===== src/rtl/dmarq_pkg.sv =====
`timescale 1ns/1ps
// Shared types for the DMA request front end.
package dmarq_pkg;
    // Synchronization mode of a channel; selects the transfer direction.
    typedef enum logic {
        SRC_SYNC = 1'b0,   // peripheral supplies data (to memory)
        DST_SYNC = 1'b1    // peripheral receives data (from memory)
    } sync_mode_e;
endpackage


===== src/rtl/dmarq_sync.sv =====
`timescale 1ns/1ps
// Per-channel request synchronizer.
// Captures an asynchronous request on the falling clock edge and shifts it
// through STAGES falling-edge flops. A low enable or a flush pulse empties the
// chain, so a request that is held must be captured again from scratch.
// Assumes STAGES >= 2 and that flush comes from rising-edge logic.
module dmarq_sync #(
    parameter int STAGES = 2
) (
    input  logic clk,
    input  logic rst_n,
    input  logic enable,
    input  logic flush,
    input  logic req_async,
    output logic req_sync
);
    logic [STAGES-1:0] chain_q;

    // Falling-edge shift chain, cleared on reset, disable or flush.
    always_ff @(negedge clk) begin
        if (!rst_n || !enable || flush) begin
            chain_q <= '0;
        end else begin
            chain_q <= {chain_q[STAGES-2:0], req_async};
        end
    end

    assign req_sync = chain_q[STAGES-1];
endmodule


===== src/rtl/dmarq_arb.sv =====
`timescale 1ns/1ps
// Channel arbiter (combinational).
// Channels with their priority bit set are considered first. Within the chosen
// pool the search starts after the last offered channel and wraps around.
// Assumes NCH >= 2.
module dmarq_arb #(
    parameter int NCH   = 2,
    parameter int IDX_W = 1
) (
    input  logic [NCH-1:0]   cand,
    input  logic [NCH-1:0]   prio,
    input  logic [IDX_W-1:0] last,
    output logic             any,
    output logic [IDX_W-1:0] win
);
    logic [NCH-1:0]   hi_pool;
    logic [NCH-1:0]   pool;
    logic [IDX_W-1:0] idx;

    // Pick the pool, then rotate from last+1; the nearest candidate wins.
    always_comb begin
        hi_pool = cand & prio;
        pool    = (|hi_pool) ? hi_pool : cand;
        win     = '0;
        idx     = '0;
        for (int k = NCH; k >= 1; k--) begin
            idx = IDX_W'((int'(last) + k) % NCH);
            if (pool[idx]) win = idx;
        end
    end

    assign any = |cand;
endmodule


===== src/rtl/dmarq_front.sv =====
`timescale 1ns/1ps
// DMA request front end (top).
// Synchronizes the per-channel request lines, keeps a pending bit per
// channel, offers one winning channel at a time to the bus-cycle sequencer
// and re-arms the channel when REARM_LEFT clocks of its cycle remain.
// Assumes the sequencer acknowledges only a raised offer, runs one cycle at
// a time, and counts each cycle down through REARM_LEFT.
module dmarq_front
    import dmarq_pkg::*;
#(
    parameter int NCH         = 2,
    parameter int SYNC_STAGES = 2,
    parameter int LEFT_W      = 4,
    parameter int REARM_LEFT  = 4,
    localparam int IDX_W      = (NCH > 1) ? $clog2(NCH) : 1
) (
    input  logic              clk,
    input  logic              rst_n,
    input  logic [NCH-1:0]    req_in,
    input  logic [NCH-1:0]    ch_enable,
    input  logic [NCH-1:0]    ch_prio,
    input  logic [NCH-1:0]    ch_dest_sync,
    output logic              cyc_req,
    output logic [IDX_W-1:0]  cyc_ch,
    output logic              cyc_dest,
    input  logic              cyc_ack,
    input  logic [LEFT_W-1:0] cyc_left
);
    logic [NCH-1:0]   req_sync;
    logic [NCH-1:0]   pend_q;
    logic [NCH-1:0]   rearm_q;
    logic [NCH-1:0]   offer_mask;
    logic [NCH-1:0]   act_mask;
    logic [NCH-1:0]   end_mask;
    logic [NCH-1:0]   cand;
    logic             act_q;
    logic [IDX_W-1:0] act_ch;
    logic [IDX_W-1:0] last_q;
    logic             arb_any;
    logic [IDX_W-1:0] arb_win;
    logic             ending;
    sync_mode_e       mode_q;

    // Channel masks: offered, running, and re-arming this clock.
    always_comb begin
        ending     = act_q && (cyc_left == LEFT_W'(REARM_LEFT));
        offer_mask = cyc_req ? (NCH'(1) << cyc_ch) : '0;
        act_mask   = act_q ? (NCH'(1) << act_ch) : '0;
        end_mask   = ending ? act_mask : '0;
        cand       = pend_q & ch_enable & ~offer_mask & ~act_mask;
    end

    for (genvar c = 0; c < NCH; c++) begin : g_ch
        dmarq_sync #(.STAGES(SYNC_STAGES)) i_sync (
            .clk       (clk),
            .rst_n     (rst_n),
            .enable    (ch_enable[c]),
            .flush     (rearm_q[c]),
            .req_async (req_in[c]),
            .req_sync  (req_sync[c])
        );

        // Pending bit: cleared on re-arm or disable, set by a synchronized request.
        always_ff @(posedge clk) begin
            if (!rst_n) begin
                pend_q[c] <= 1'b0;
            end else if (end_mask[c]) begin
                pend_q[c] <= 1'b0;
            end else if (!ch_enable[c] && !offer_mask[c] && !act_mask[c]) begin
                pend_q[c] <= 1'b0;
            end else if (req_sync[c]) begin
                pend_q[c] <= 1'b1;
            end
        end

        // One-clock flush pulse into the synchronizer after re-arm.
        always_ff @(posedge clk) begin
            if (!rst_n) rearm_q[c] <= 1'b0;
            else        rearm_q[c] <= end_mask[c];
        end
    end

    dmarq_arb #(.NCH(NCH), .IDX_W(IDX_W)) i_arb (
        .cand (cand),
        .prio (ch_prio),
        .last (last_q),
        .any  (arb_any),
        .win  (arb_win)
    );

    // Offer register: raise on a winner, hold until acknowledged.
    always_ff @(posedge clk) begin
        if (!rst_n) begin
            cyc_req <= 1'b0;
            cyc_ch  <= '0;
            mode_q  <= SRC_SYNC;
            last_q  <= IDX_W'(NCH - 1);
        end else if (cyc_req) begin
            if (cyc_ack) cyc_req <= 1'b0;
        end else if (arb_any) begin
            cyc_req <= 1'b1;
            cyc_ch  <= arb_win;
            mode_q  <= sync_mode_e'(ch_dest_sync[arb_win]);
            last_q  <= arb_win;
        end
    end

    // Running-cycle tracker: starts on acknowledge, ends at re-arm point.
    always_ff @(posedge clk) begin
        if (!rst_n) begin
            act_q  <= 1'b0;
            act_ch <= '0;
        end else begin
            if (ending) act_q <= 1'b0;
            if (cyc_req && cyc_ack) begin
                act_q  <= 1'b1;
                act_ch <= cyc_ch;
            end
        end
    end

    assign cyc_dest = (mode_q == DST_SYNC);
endmodule


===== config.mk =====
export PLATFORM = sky130hd
export DESIGN_NAME = dmarq_front
export DESIGN_NICKNAME = d
export VERILOG_FILES = /design/src/rtl/dmarq_pkg.sv /design/src/rtl/dmarq_sync.sv /design/src/rtl/dmarq_arb.sv /design/src/rtl/dmarq_front.sv
export SDC_FILE = /design/constraint.sdc
export NUM_CORES = 1
export LEC_CHECK = 0
export BUFFER_PORTS_ARGS = -buffer_cell sky130_fd_sc_hd__clkbuf_2
export CAP_MARGIN = 10
export CORE_UTILIZATION = 45
export DETAILED_ROUTE_END_ITERATION = 12
export PLACE_DENSITY_LB_ADDON = 0.15
export REMOVE_ABC_BUFFERS = 1
export SLEW_MARGIN = 20
export SYNTH_ARGS = -nofsm -noshare
export SYNTH_HDL_FRONTEND = slang
export SYNTH_HIERARCHICAL = 1
export SYNTH_SLANG_ARGS = --single-unit

===== constraint.sdc =====
create_clock -name clk -period 2.15 [get_ports clk]
set_input_delay 0.43 -clock clk [delete_from_list [all_inputs] [get_ports clk]]
set_output_delay 0.43 -clock clk [all_outputs]
set_load 0.01 [all_outputs]

=== Word-level counts from Yosys, hierarchy flattened ===
Cells that the tools add are included.

* Latch bits: 0
* RAM bits: 0
* Logic and storage cells: 68
* Bits of input ports: 15
* Bits in registers: 14
* Bits in read-only memories: 0
* Memories kept: 0

* $add $sub $neg: 2
* Shift-type cells: 2
* Multiply operators: 0
* Equality and inequality tests: 1
* Reductions and logical operators: 23
* Bitwise operators: 8
* Order comparisons: 3
* Mux-type cells: 17
* Divide/modulo/power cells: 0

{| class="wikitable"
|+ Operators by type and width
! cell !! number
|-
| 1-bit 2-to-1 mux || 13
|-
| 2-bit bitwise AND || 4
|-
| 2-bit 2-to-1 mux || 4
|-
| 1-bit zero test || 7
|-
| 1-bit logical AND || 6
|-
| 1-bit by 2-bit less-than comparator with 1-bit output (second input constant) || 3
|-
| 3-bit OR reduction || 2
|-
| 4-bit by 3-bit equality test with 1-bit output (second input constant) || 1
|-
| 1-bit logical OR || 4
|-
| 2-bit NOT || 2
|-
| 2-bit OR reduction || 2
|-
| 1-bit by 1-bit left shift with 2-bit output (first input constant) || 2
|-
| 1-bit adder (second input constant) || 2
|-
| 1-bit NOT || 2
|-
| 2-bit AND reduction || 1
|-
| 2-bit nonzero test || 1
|}

=== Depth between registers and ports, before layout ===
Gate-level depths: netlist (run 1).

* Word-level depth: 14
* Gate-level depth with buffers: 7
* Mapped depth without buffers: 7

=== Hierarchy ===
The synthesis (run 1) kept the hierarchy.

{| class="wikitable"
|+ Modules (own cells, without submodules)
! module !! seq. area each (um^2) !! area an instance (um^2) !! instances !! cells each
|-
| dmarq_front || 200.2 || 431.7 || 1 || 45
|-
| dmarq_sync || 40.0 || 63.8 || 2 || 5
|-
| dmarq_arb || 0.0 || 33.8 || 1 || 5
|}

==> metrics.md, run 1 <==
| Metric | Value |
|---|---|
| Status | complete, no violations |
| # Max-Cap Violations | 0 |
| Launch point of the worst path | cyc_req |
| Min Clock Period, post-route | approximately 1800 ps |
| Critical R2R Launch | cyc_req |
| Place WS | roughly 120 ps |
| CP cell instances | a221oi_1 > and3b_1 > a311oi_1 > mux2i_1 > nand2_1 > o211a_1 |
| Register bit total from synthesis | 14 |
| CTS resizes | 0 |
| CTS Hold Buffers Added | 0 |
| Final hold violation count | 0 |
| PortBufs | 17 |
| Clk network pwr share | 37.7% |
| Worst path depth | 6 |
| Antenna violations before repair | 0 |
| 1st-pass router iterations | 4 |
| Final setup fails | 0 |
| Area delta synth->final | 21.73% |
| GR Overflow Total | 0 |
| Area after DPL | 688.2 sq um |
| Slew margin rel. | 73.36% |
| Critical path's top delay family | compound AO/OA/AOI/OAI gates |
| TritonCTS buffer count | 3 |
| Clk_lat worst skew | 330 ps |
| Synth warn | 6 |
| Routed len/inst | 11.05 um |
| Combinational power share | 6.1% |
| Worst reg2reg path depth | 6 |
| Die width | 38.31 um |
| Critical path's largest stage delay | around 520 ps |
| RR Endpoint | cyc_dest |
| Period utilization | 83.90% |
| Max-slew violation count | 0 |
| Avg Cell Area, Syn | 9.884 sq um |
| Fin cells | 96 |
| Leakage | roughly 0.33 nW |
| CP Buf/Inv Count | 0 |
| Part of the power in registers | 56.2% |
| Placed cell count | 90 |
| Die area | 0.001467 sq mm |
| R2R Setup Slk | between 300 and 400 ps |
| Clk slew on worst S/H paths | 80 ps |
| Row count | 12 |
| H-tree lvl count | 1 |
| Die Y | 38.31 um |
| Distinct cells, synth | 19 |
| CP Capture Point | cyc_dest |
| Via Count | 518 |
| Fin worst setup slack | roughly 350 ps |
| Number of global-route vias before repair | ~420 |
| Pin count of the biggest net entering global routing | 14 |
| Antenna Nets Post-Route | 0 |
| Startpoint types | register |
| Final nets | 98 |
| Layout cells sized above 1 | between 20% and 30% |
| N_diodes | 0 |
| Initial Utilization | 50.64% |
| Filler instances | 117 |
| Worst slew pin tran | 399.6 ps |
| RSZ-0062 raised after global routing | false |
| Vias/cell | between 5 and 6 |
| Sw frac | 23.22% |
| Core ar. | 0.001171 sq mm |
| Clk sinks | 14 |
| Total Neg Setup Slack | 0 ps |
| GP Congestion | 0.7462 |
| Mapped cell area | 593.1 sq um |
| GRT Util Overall | 18.73% |
| Worst setup EP type | register |
| Final hold slack | about 430 ps |
| Fin area | 721.9 sq um |
| Peak supply drop | between 0.3 and 0.4 mV |
| Hold crit path type | in -> reg |
| DR DRC count | 0 |
| Min-delay src | cyc_ack |
| Seq/Total Area, Yosys | 47.26% |
| Pwr per Cell Area | 651.0 mW/mm^2 |
| WL final | ~1100 um |
| Skew final | 54.49 ps |
| Data required, critical path | between 2000 and 2500 ps |
| Fmax | about 550 MHz |
| Clock Tree Root | clkbuf_4 |
| Clock buffer depth | 2 |
| WS Path Type | reg -> reg |
| Setup Fix Bufs, Post-CTS | 0 |
| First-pass GRT wire length | 1828 um |
| Sw power | ~110 uW |
| Dpl hpwl | 821.4 um |
| Slowest CP cell | dfxtp_1 |
| CTS tree | built |
| Synth Instances | 60 |
| Int Power | 360.8 uW |
| Crit-path max FO | 10 |
| Crit path DAT | slightly below 2000 ps |
| Starting DRT DRC Count | 7 |
| IO Count | 18 |
-- cell usage after synthesis --
| cell | number | area share, % |
|---|---|---|
| a311oi_1 | 3 | 4.4 |
| nand2b_1 | 4 | 4.2 |
| nand2_1 | 8 | 5.1 |
| a21boi_0 | 3 | 3.8 |
| dfxtp_1 | 14 | 47 |
| nor2_1 | 2 | 1.3 |
| nor4b_4 | 1 | 4.0 |
| o21ai_0 | 2 | 1.7 |
| nand3_1 | 3 | 2.5 |
| and4b_1 | 4 | 6.8 |
| inv_1 | 5 | 3.2 |
| a221oi_1 | 4 | 5.9 |
| or2_2 | 1 | 1.1 |
| o211a_1 | 1 | 1.7 |
| and3b_1 | 1 | 1.5 |
| a21boi_1 | 1 | 1.3 |
| mux2i_1 | 1 | 1.7 |
| nor2b_2 | 1 | 1.5 |
| buf_4 | 1 | 1.3 |
-- state kept, by name, indices dropped and copies added, names as in the netlist --
name,flops
g_ch.i_sync/chain_q,4
act_q,1
cyc_dest,1
cyc_ch,1
act_ch,1
rearm_q,2
cyc_req,1
last_q,1
pend_q,2
-- routing by layer --
layer / vias up / wire, um / track usage [%]
met5: - / 0 / 0
met1: 232 / 500 / 23.83
met3: 0 / 73 / 10.47
li1: 270 / - / -
met2: 16 / 487 / 26.69
met4: 0 / 0 / 5.357
-- cells in the final DEF, fill, tap and decap left out, drive strengths merged --
cell	n
clkbuf	21
and4b	4
and3b	1
a21boi	4
o21ai	2
nand3	3
nor2	2
or2	1
inv	7
mux2i	1
nor2b	1
o211a	1
a311oi	3
nand2	8
nand2b	4
nor4b	1
dfxtp	14
a221oi	4
-- power groups by stage --
stage	logic [mW]	registers [mW]	clock network [mW]
2_1_floorplan	0.00946	0.269	0.0175
3_3_place_gp	0.0282	0.269	0.0175
3_5_place_dp	0.0291	0.270	0.0175
4_1_cts	0.0292	0.264	0.184
5_1_grt	0.0317	0.264	0.209
6_report	0.0287	0.264	0.177
-- per-stage QoR --
stage | power, mW | util, %
final | 0.4700 | 61.65
after CTS | 0.4775 | 61.65
after global routing | 0.5051 | 61.65
after detailed placement | 0.3161 | 58.76
after floorplan | 0.2963 | -
after global placement | 0.3152 | 58.76
-- logic make-up after synthesis --
family | after synthesis | share of synthesized area (%)
multiplexers | 1 | 1.688
buffers and inverters | 6 | 4.431
AND/OR/NAND/NOR | 25 | 27.85
flip-flops | 14 | 47.26
AO/OA/AOI/OAI | 14 | 18.78
-- tightest hold or removal path, stage by stage --
cell and delay [ps]:
clkbuf_2 100, nand2_1 70, a21boi_0 70
-- area by class of cell --
cell class / instances / area [sq um] / share of cell area, %
Clock buffer: 4 / 26.28 / 3.640
Sequential cell: 14 / 280.3 / 38.82
Clock inverter: 4 / 15.01 / 2.080
Tap cell: 14 / 17.52 / 2.426
Multi-Input combinational cell: 40 / 286.5 / 39.69
Inverter: 3 / 11.26 / 1.560
Timing Repair Buffer: 17 / 85.08 / 11.79
-- worst min-delay path by stage --
stage	cells past startpoint	slack, ps	to
6_report	3	430	act_q
3_5_place_dp	2	460	last_q
5_1_grt	3	440	cyc_req
2_1_floorplan	2	440	last_q
3_3_place_gp	2	460	last_q
4_1_cts	3	430	act_q
Power figures use the tool's default switching activity.
==> run 2, diff against run 1 <==
--- a/config.mk
+++ b/config.mk
@@ -5,9 +5,10 @@
 export SDC_FILE = /design/constraint.sdc
 export NUM_CORES = 1
 export LEC_CHECK = 0
+export ABC_AREA = 1
 export BUFFER_PORTS_ARGS = -buffer_cell sky130_fd_sc_hd__clkbuf_2
 export CAP_MARGIN = 10
-export CORE_UTILIZATION = 45
+export CORE_UTILIZATION = 43
 export DETAILED_ROUTE_END_ITERATION = 12
 export PLACE_DENSITY_LB_ADDON = 0.15
 export REMOVE_ABC_BUFFERS = 1
==> constraint.sdc (replaced) <==
create_clock -name clk -period 1.48 [get_ports clk]
set_input_delay 0.296 -clock clk [delete_from_list [all_inputs] [get_ports clk]]
set_output_delay 0.296 -clock clk [all_outputs]
set_load 0.01 [all_outputs]
==> run 2 against run 1 <==
Die area is 6.1% higher. First-iteration DRC count up 43%. Combinational power up 81%. Flip-flop and latch count is the same. Wire length up 7.2%. Non-clock buffer count up 2. Synthesized area grew 1.7%. Utilization is 2.4 points lower. Critical path depth decreased by 3. Critical endpoint is now pend_q[0]. Largest power group unchanged.
==> metrics.md, run 2 <==
| Metric | Value |
|---|---|
| Vias/cell | 4.460 (was 5.396) |
| DR DRC count | 0 (unchanged) |
| Mapped cell area | 603.1 sq um (was 593.1 sq um) |
| Slew margin rel. | 90.34% (was 73.36%) |
| Synth warn | 6 (unchanged) |
| Leakage | 0.3928 nW (was 0.3307 nW) |
| Routed len/inst | 9.024 um (was 11.05 um) |
| Crit-path max FO | 1 (was 10) |
| Die area | 0.001556 sq mm (was 0.001467 sq mm) |
| Largest cells by area after synthesis | dfxtp_1, nor2_1, nand2_1 (was dfxtp_1, and4b_1, a221oi_1) |
| Pin count of the biggest net entering global routing | 8 (was 14) |
| Clk sinks | 14 (unchanged) |
| H-tree lvl count | 1 (unchanged) |
| Register bit total from synthesis | 14 (unchanged) |
| WL final | 1137 um (was 1061 um) |
| 1st-pass router iterations | 5 (was 4) |
| Distinct cells, synth | 16 (was 19) |
| Crit path DAT | 1650 ps (was 1990 ps) |
| Synth Instances | 87 (was 60) |
| Seq/Total Area, Yosys | 46.47% (was 47.26%) |
| Commonest cells after routing, fill and taps aside | inv_1, nor2_1, clkbuf_2 (was clkbuf_2, dfxtp_1, nand2_1) |
| Data required, critical path | 1660 ps (was 2330 ps) |
| PortBufs | 17 (unchanged) |
| GRT Util Overall | 17.61% (was 18.73%) |
| Clk slew on worst S/H paths | 80 ps (about the same) |
| M2 GR Usage | 26.64% (was 26.69%) |
| Commonest cells in the netlist | nor2_1, nand2_1, inv_1 (was dfxtp_1, nand2_1, inv_1) |
| Clk_lat worst skew | 330 ps (about the same) |
| Pwr per Cell Area | 883.9 mW/mm^2 (was 651.0 mW/mm^2) |
| IO Count | 18 (unchanged) |
| Most numerous cell in the Yosys netlist | nor2_1 (was dfxtp_1) |
| # Max-Cap Violations | 0 (unchanged) |
| Met3 GRT Util | 5.114% (was 10.47%) |
| Fin area | 770.7 sq um (was 721.9 sq um) |
| Hold crit path type | in -> reg (unchanged) |
| Dpl hpwl | 927.6 um (was 821.4 um) |
| Peak supply drop | 0.4598 mV (was 0.3964 mV) |
| Core ar. | 0.001301 sq mm (was 0.001171 sq mm) |
| First-pass GRT wire length | 1731 um (was 1828 um) |
| Skew final | 56.53 ps (was 54.49 ps) |
| Biggest register | g_ch.i_sync/chain_q (unchanged) |
| Setup Fix Bufs, Post-CTS | 0 (unchanged) |
| CTS tree | built (unchanged) |
| EDFF count, synth | 0 (unchanged) |
| Total Neg Setup Slack | 0 ps (unchanged) |
| Initial Utilization | 46.35% (was 50.64%) |
| Ys async rst share | 0% (unchanged) |
| Worst setup EP type | register (unchanged) |
| Area after DPL | 721.9 sq um (was 688.2 sq um) |
| Die width | 39.45 um (was 38.31 um) |
| CTS Hold Buffers Added | 0 (unchanged) |
| Via Count | 562 (was 518) |
| Layout cells sized above 1 | 32.43% (was 28.05%) |
| Post-synth top flop | dfxtp_1 (unchanged) |
| Synth top area share | 46.47% (was 47.26%) |
| Largest register FFs | 4 (unchanged) |
| Largest registers | g_ch.i_sync/chain_q: 4 flops, pend_q: 2 flops, rearm_q: 2 flops (unchanged) |
| Busiest grt layer | met2 (unchanged) |
| Final setup fails | 0 (unchanged) |
| Row count | 13 (was 12) |
| TritonCTS buffer count | 3 (unchanged) |
| Antenna violations before repair | 0 (unchanged) |
| Worst slew pin tran | 143.3 ps (was 399.6 ps) |
| Number of global-route vias before repair | 436 (was 423) |
| Clock buffer depth | 2 (unchanged) |
| Max-slew violation count | 0 (unchanged) |
| Startpoint types | register (unchanged) |
| N_diodes | 0 (unchanged) |
| Area delta synth->final | 27.80% (was 21.73%) |
| Antenna Nets Post-Route | 0 (unchanged) |
| Die Y | 39.45 um (was 38.31 um) |
| Clock Tree Root | clkbuf_4 (unchanged) |
| Power Total | 681.3 uW (was 470.0 uW) |
| WS Path Type | reg -> reg (unchanged) |
| Routing usage on met1 | 21.72% (was 23.83%) |
| Final hold violation count | 0 (unchanged) |
| RSZ-0062 raised after global routing | true (was false) |
| GP Congestion | 0.7649 (was 0.7462) |
| Area leader, netlist | dfxtp_1 (unchanged) |
| Final nets | 128 (was 98) |
| Status | complete, no violations (unchanged) |
| Avg Cell Area, Syn | 6.932 sq um (was 9.884 sq um) |
| Starting DRT DRC Count | 10 (was 7) |
| GR Overflow Total | 0 (unchanged) |
| Filler instances | 139 (was 117) |
[run 2: cell count changes in the layout (fill, tap and decap cells not counted), sizes merged, moves of 5 or more]
cell,previous run,this run
a21oi,0,5
inv,7,20
nand2,8,19
nor2,2,18
[run 2: report_power, final]
part           leakage [nW]  switching, mW  internal [mW]  total (mW)
Clock                0.0351          0.137          0.108       0.245
Combinational         0.243         0.0264         0.0256      0.0520
Sequential            0.114        0.00205          0.382       0.384
Total                 0.393          0.165          0.516       0.681
[run 2: per-layer routing]
| layer | part of all wire, % | vias up | wire (um) |
|---|---|---|---|
| met3 | 4.7 | 2 | 53 |
| met2 | 43 | 15 | 494 |
| met4 | 1.1 | 0 | 12 |
| li1 | - | 310 | - |
| met1 | 51 | 235 | 576 |
| met5 | 0 | - | 0 |
[run 2: logic make-up after synthesis]
kind of cell	after synthesis	synth area share [%]
and+or+nand+nor	46	34.85
buffers and inverters	18	11.20
DFF	14	46.47
AOI/OAI and AO/OA	9	7.468
[run 2: area by class of cell]
cell class / count / area (sq um) / area share [%]
flip-flops and latches: 14 / 282.8 / 36.69
multi-input cells: 55 / 271.5 / 35.23
repair buffers: 19 / 100.1 / 12.99
inverters: 16 / 60.06 / 7.792
clock buffers: 3 / 22.52 / 2.922
well taps: 15 / 18.77 / 2.435
clock inverters: 4 / 15.01 / 1.948
[run 2: worst paths after layout]
path	depth (start not counted)	startpoint	to	slack, ps
worst max-delay path	3	g_ch[0].i_sync/chain_q[1]	pend_q[0]	7
worst min-delay path	2	cyc_ack	cyc_req	190
worst min register to register	2	g_ch[1].i_sync/chain_q[0]	g_ch[1].i_sync/chain_q[1]	400
worst max register to register	3	g_ch[0].i_sync/chain_q[1]	pend_q[0]	7
[run 2: per-stage QoR]
step                      hold WS (ps)  std cells  utilization (%)  setup WS [ps]
after floorplan                  380.7         87                -          10.16
after global placement           394.9        121            55.48          5.170
after detailed placement         400.3        121            55.48         -6.633
after CTS                        191.0        126            57.98          4.811
after global routing             190.9        126            59.23         -34.08
final                            194.3        126            59.23          6.695
[run 2: timing repair]
| action | CTS | global route |
|---|---|---|
| gates cloned | 0 | 0 |
| pin swaps | 2 | 0 |
| endpoints found under the setup margin | 1 | 3 |
| gates resized for setup | 1 | 6 |
| hold endpoints to repair | 0 | 0 |
[run 2: worst max-delay path, stage by stage, from the launching register on]
cell and delay [ps]:
dfxtp_1 290, or2_4 220, nand2_2 50, nor2_1 30
